===== src/rtl/oc_pkg.sv =====
package oc_pkg;
  typedef enum logic [2:0] {
    OCM_FROZEN = 3'b000,
    OCM_SET    = 3'b001,
    OCM_CLR    = 3'b010,
    OCM_TOG    = 3'b011,
    OCM_LOW    = 3'b100,
    OCM_HIGH   = 3'b101,
    OCM_PWM_A  = 3'b110,
    OCM_PWM_B  = 3'b111
  } oc_mode_e;
endpackage


===== src/rtl/oc_cmp_reg.sv =====
module oc_cmp_reg #(
  parameter int W = 16
) (
  input  logic         clk,
  input  logic         rst_n,
  input  logic         preload_en,
  input  logic         wr_en,
  input  logic [W-1:0] wr_data,
  input  logic         upd_evt,
  output logic [W-1:0] act_q,
  output logic [W-1:0] rd_data
);
  logic [W-1:0] buf_q;

  // The buffer always captures writes; the active register takes either the
  // write directly or the buffer on an update event.
  always_ff @(posedge clk or negedge rst_n) begin
    if (!rst_n) begin
      buf_q <= '0;
      act_q <= '0;
    end else begin
      if (wr_en) buf_q <= wr_data;
      if (!preload_en && wr_en) act_q <= wr_data;
      else if (preload_en && upd_evt) act_q <= buf_q;
    end
  end

  assign rd_data = preload_en ? buf_q : act_q;

  AST_DIRECT_LOAD: assert property (@(posedge clk) disable iff (!rst_n)
    (!preload_en && wr_en) |=> (act_q == $past(wr_data)));
  AST_PRELOAD_HOLD: assert property (@(posedge clk) disable iff (!rst_n)
    (preload_en && !upd_evt) |=> $stable(act_q));
  AST_UPDATE_COPY: assert property (@(posedge clk) disable iff (!rst_n)
    (preload_en && upd_evt) |=> (act_q == $past(buf_q)));
endmodule


===== src/rtl/oc_ref_gen.sv =====
module oc_ref_gen
  import oc_pkg::*;
#(
  parameter int W = 16
) (
  input  logic         clk,
  input  logic         rst_n,
  input  logic         cnt_en,
  input  logic         dir_is_in,
  input  logic [2:0]   mode_sel,
  input  logic [W-1:0] cnt_val,
  input  logic         cnt_down,
  input  logic [W-1:0] cmp_val,
  output logic         ref_q
);
  oc_mode_e mode;
  oc_mode_e prev_mode_q;
  logic     eval;
  logic     hit;
  logic     below;
  logic     below_prev_q;
  logic     pwm_fire;
  logic     ref_nxt;

  assign mode  = oc_mode_e'(mode_sel);
  assign eval  = cnt_en && !dir_is_in;
  assign hit   = (cnt_val == cmp_val);
  // Raw comparison: PWM 1 level, direction aware.
  assign below = cnt_down ? (cnt_val <= cmp_val) : (cnt_val < cmp_val);
  assign pwm_fire = (below != below_prev_q) || (prev_mode_q == OCM_FROZEN);

  always_comb begin
    ref_nxt = ref_q;
    unique case (mode)
      OCM_FROZEN: ref_nxt = ref_q;
      OCM_SET:    if (hit) ref_nxt = 1'b1;
      OCM_CLR:    if (hit) ref_nxt = 1'b0;
      OCM_TOG:    if (hit) ref_nxt = ~ref_q;
      OCM_LOW:    ref_nxt = 1'b0;
      OCM_HIGH:   ref_nxt = 1'b1;
      OCM_PWM_A:  if (pwm_fire) ref_nxt = below;
      OCM_PWM_B:  if (pwm_fire) ref_nxt = ~below;
      default:    ref_nxt = ref_q;
    endcase
  end

  always_ff @(posedge clk or negedge rst_n) begin
    if (!rst_n) begin
      ref_q        <= 1'b0;
      below_prev_q <= 1'b0;
      prev_mode_q  <= OCM_FROZEN;
    end else if (eval) begin
      ref_q        <= ref_nxt;
      below_prev_q <= below;
      prev_mode_q  <= mode;
    end
  end

  AST_IDLE_HOLD: assert property (@(posedge clk) disable iff (!rst_n)
    !(cnt_en && !dir_is_in) |=> $stable(ref_q));
  AST_FROZEN_HOLD: assert property (@(posedge clk) disable iff (!rst_n)
    (cnt_en && !dir_is_in && mode_sel == 3'b000) |=> $stable(ref_q));
  AST_FORCE_HIGH: assert property (@(posedge clk) disable iff (!rst_n)
    (cnt_en && !dir_is_in && mode_sel == 3'b101) |=> ref_q);
  AST_FORCE_LOW: assert property (@(posedge clk) disable iff (!rst_n)
    (cnt_en && !dir_is_in && mode_sel == 3'b100) |=> !ref_q);
  AST_SET_MATCH: assert property (@(posedge clk) disable iff (!rst_n)
    (cnt_en && !dir_is_in && mode_sel == 3'b001 && cnt_val == cmp_val) |=> ref_q);
endmodule


===== src/rtl/oc_channel.sv =====
module oc_channel #(
  parameter int CNT_W = 16
) (
  input  logic             clk,
  input  logic             rst_n,
  input  logic             cnt_en,
  input  logic [CNT_W-1:0] cnt_val,
  input  logic             cnt_down,
  input  logic             upd_evt,
  input  logic             cmp_wr_en,
  input  logic [CNT_W-1:0] cmp_wr_data,
  output logic [CNT_W-1:0] cmp_rd_data,
  input  logic [2:0]       mode_sel,
  input  logic             preload_en,
  input  logic             pol_inv,
  input  logic             dir_is_in,
  output logic             oc_ref,
  output logic             oc_pin
);
  logic [CNT_W-1:0] cmp_act;

  oc_cmp_reg #(.W(CNT_W)) u_cmp (
    .clk        (clk),
    .rst_n      (rst_n),
    .preload_en (preload_en),
    .wr_en      (cmp_wr_en),
    .wr_data    (cmp_wr_data),
    .upd_evt    (upd_evt),
    .act_q      (cmp_act),
    .rd_data    (cmp_rd_data)
  );

  oc_ref_gen #(.W(CNT_W)) u_ref (
    .clk       (clk),
    .rst_n     (rst_n),
    .cnt_en    (cnt_en),
    .dir_is_in (dir_is_in),
    .mode_sel  (mode_sel),
    .cnt_val   (cnt_val),
    .cnt_down  (cnt_down),
    .cmp_val   (cmp_act),
    .ref_q     (oc_ref)
  );

  assign oc_pin = oc_ref ^ pol_inv;
endmodule


===== config.mk =====
export PLATFORM = sky130hd
export DESIGN_NAME = oc_channel
export DESIGN_NICKNAME = d
export VERILOG_FILES = /design/src/rtl/oc_pkg.sv /design/src/rtl/oc_cmp_reg.sv /design/src/rtl/oc_ref_gen.sv /design/src/rtl/oc_channel.sv
export SDC_FILE = /design/constraint.sdc
export NUM_CORES = 1
export LEC_CHECK = 0
export CAP_MARGIN = 25
export CORE_MARGIN = 2
export CORE_UTILIZATION = 35
export DETAILED_ROUTE_END_ITERATION = 8
export DONT_BUFFER_PORTS = 1
export GPL_TIMING_DRIVEN = 1
export HOLD_SLACK_MARGIN = 0.1
export MAX_ROUTING_LAYER = met4
export PLACE_DENSITY = 0.58
export SETUP_SLACK_MARGIN = 0.02
export SYNTH_ARGS = -nofsm -noshare
export SYNTH_HDL_FRONTEND = slang
export SYNTH_SLANG_ARGS = --single-unit

===== constraint.sdc =====
create_clock -name clk -period 3.9 [get_ports clk]
set_clock_uncertainty 0.05 [all_clocks]
set_input_delay 0.39 -clock clk [delete_from_list [all_inputs] [get_ports clk]]
set_output_delay 0.39 -clock clk [all_outputs]
set_load 0.01 [all_outputs]

==> results by group <==
CTS
  – Clock network latency to the later pin of the worst-skew pair: 0.29 ns
  – Total CTS buffers: 5
  – Bufs on Longest Clock Path: 2
  – Post-CTS resize count: 0
  – H-Tree Depth: 2
  – Number of clock sinks seen by CTS: 37
  – CTS tree: yes
  – Root Buffer Master: clkbuf_8
  – Clock-pin slew reported for the worst setup and hold paths after clock tree synthesis: 0.08 ns

Placed design
  – Cell area reported after detailed placement: roughly 0.0022 mm^2
  – Count of input and output buffers: 0
  – Half-perimeter wire length after detailed placement: 3650 um
  – Final weighted congestion of routability-driven global placement: 0.828
  – Post-Place Worst Slack: 1.57 ns

STA
  – Hold violation count in the final report: 0
  – Final period util: 60.1%
  – Number of slew-limit violations in the final report: 0
  – RSZ-0062 raised after global routing: false
  – Relative slew margins: 56.1%
  – Peak Freq: 0.427 GHz
  – Min Clock Period, post-route: 2.34 ns
  – Least-Margin Pin Slew: 0.641 ns
  – Fin Setup TNS: 0 ns
  – Final setup violation count: 0
  – Fin worst setup slack: 1.56 ns

Worst setup path
  – Reg-to-reg critical path startpoint: u_cmp.act_q[7]
  – Required time worst endpoint: 4.03 ns
  – Largest fanout on the critical path: 3
  – Endpoint of the lowest-slack register-to-register path: u_ref.ref_q
  – Length in cells of the worst reg-to-reg path: 8
  – Critical path endpoint category: flop
  – Startpoint type of the worst setup path: flop
  – Slack of the worst reg-to-reg path: 1.56 ns
  – Class of the most critical setup path: reg2reg
  – Data arrival time at the worst-slack endpoint: 2.47 ns

Pwr
  – Switching Power: 0.299 mW
  – Static Leakage: 1.06 nW
  – Switching share of power: 29.4%
  – Part of the power in combinational logic: 19.5%
  – Cell Int Power: 0.718 mW
  – Peak VDD IR: 0.178 mV
  – Portion of total power attributed to sequential cells: between 40% and 50%
  – Pwr Density: between 400 and 500 mW/mm^2
  – Clk pwr share: 35.1%

Cells and area
  – Total non-filler cell area in the finished layout: 0.00238 mm^2
  – Fill cell total of the finished layout: 603
  – Area added between synthesis and finish: 8.92%
  – Fraction of layout instances using a drive strength above 1: approximately 6.6%
  – Number of antenna cells inserted: 0
  – NumNets Final: 318
  – Highest-count cells in the layout ignoring fill and taps: nand2_1 (53), dfrtp_1 (37), o21ai_0 (36)
  – Most common cell after layout, fill and taps aside: nand2_1

Yosys
  – Post-Synthesis Net Count: roughly 320
  – Share of the yosys chip area belonging to registers: a little over two fifths
  – Average instance area after synthesis: 8.32 um^2
  – #FFs+latches synth: 37
  – Post-Syn Area: 0.00219 mm^2
  – Total number of yosys warnings: 0
  – Top cells by area, synth: dfrtp_1 (42%), ha_1 (9.1%), nand2_1 (9.1%)
  – Yosys top cell by area: dfrtp_1
  – Netlist cell types: 26
  – Syn Inst Count: 263
  – Synth top area share: 42.3%

Detailed routing
  – DRC Markers: 0
  – Via count: between 1500 and 2000
  – 1st-pass router iterations: 4
  – Detail Route Antenna Nets: 0
  – Final wirelength: 5120 um
  – First-iteration detailed-routing DRC count: 126
  – Routed wire length per instance: ~15 um
  – Number of vias per cell: roughly 5.2

Global routing
  – Maximum number of pins on one net before global-route repair: 65
  – GRT Residual Overflow: 0
  – Number of global-route vias before repair: 1732
  – Aggregate global-route resource usage: 16.3%
  – Initial antenna violation count: 0
  – Global-route wire length before repair: 8760 um

Die
  – Vert. Die Dim: a little over 80 um
  – I/O pin count: 62
  – Width of the chip: 83.1 um
  – Std cell rows: 28
  – Starting density of the core: 36.5%
  – Die area: ~0.0069 mm^2
  – Core footprint: 0.00599 mm^2

Hold path
  – Class of the tightest hold or removal check: in2reg
  – Endpoint, Worst Hold: u_cmp.act_q[0]
  – Hold path start: preload_en
  – Cells on Worst Hold Path: 1

Flow run
  – Total of max-cap violations: 0

Outcome
  – Status: completed
-- registers in the layout, indices dropped and copies added (netlist names) --
name                cells
u_ref.below_prev_q      1
u_ref.prev_mode_q       3
u_ref.ref_q             1
u_cmp.act_q            16
u_cmp.buf_q            16
-- through the flow --
stage / instances / hold slack [ns] / utilization [%] / power, mW
after detailed placement: 324 / 0.0456 / 37.3 / 0.659
after CTS: 334 / 0.118 / 39.8 / 1.03
after floorplan: 263 / 0.0444 / - / 0.628
final: 334 / 0.129 / 39.8 / 1.02
after global routing: 334 / 0.135 / 39.8 / 1.08
after global placement: 324 / 0.0454 / 37.3 / 0.655
-- power by group through the flow --
stage / registers (mW) / clock network [mW] / logic (mW)
floorplan: 0.463 / 0 / 0.166
global placement: 0.469 / 0 / 0.186
detailed placement: 0.470 / 0 / 0.189
CTS: 0.462 / 0.367 / 0.202
global route: 0.469 / 0.382 / 0.231
finish: 0.462 / 0.357 / 0.198
-- worst max-delay path, stage by stage, from the launching register on --
cell and delay, ns:
dfrtp_1 0.35, inv_1 0.05, ha_1 0.31, nand4_1 0.21, nor4_1 0.40, nand2_1 0.15
o21a_2 0.16, o211ai_1 0.20, mux2_2 0.35
-- routing by layer --
layer | vias up | track usage [%] | share of wire [%]
met4 | 0 | 5.37 | 1.4
met2 | 46 | 22.9 | 43
met3 | 8 | 3.38 | 4.2
met5 | - | - | 0
li1 | 884 | - | -
met1 | 787 | 23.4 | 52
-- synth_stat cells --
cell,count
ha_1,16
o21a_2,1
o211ai_1,18
mux2_2,4
inv_1,33
mux2i_1,2
o21ai_0,36
a21oi_1,10
nand2b_1,2
dfrtp_1,37
a211oi_1,1
nand4_1,5
nand3_1,15
nor2b_1,2
a31oi_4,1
xor2_1,1
nand2_1,53
nor4_1,2
nor2_1,3
buf_1,2
clkbuf_1,13
a211o_1,2
a211oi_2,1
or3_1,1
o31ai_1,1
nor3b_1,1
-- final cells by class --
cell class	instances	area (um^2)	share of cell area, %
Sequential cell	37	926	38.8
Clock buffer	6	82.6	3.46
Tap cell	75	93.8	3.94
Multi-Input combinational cell	178	1080	45.4
Timing Repair Buffer	3	37.5	1.57
Clock inverter	2	37.5	1.57
Inverter	33	124	5.20
-- worst max path at each step --
stage | slack (ns) | end | from | cells past startpoint
floorplan | 1.78 | u_ref.ref_q | cnt_val[9] | 8
global placement | 1.63 | u_ref.ref_q | cnt_val[7] | 7
detailed placement | 1.57 | u_ref.ref_q | cnt_val[11] | 7
CTS | 1.55 | u_ref.ref_q | u_cmp.act_q[7] | 8
global route | 1.32 | u_ref.ref_q | u_cmp.act_q[5] | 8
finish | 1.56 | u_ref.ref_q | u_cmp.act_q[7] | 8
-- cells by family after synthesis --
kind of cell    Yosys count  share of synthesized area, %
simple gates             84                          16.8
compound gates           71                          20.1
xor+xnor                  1                         0.400
mux                       6                          2.97
buf+inv                  48                          8.23
fa+ha+maj                16                          9.15
flops                    37                          42.3
-- what timing repair did --
item                                   CTS  global route
setup buffers                            0             0
hold buffers                             2             0
endpoints found under the hold margin   37             0
Power figures use the tool's default switching activity.
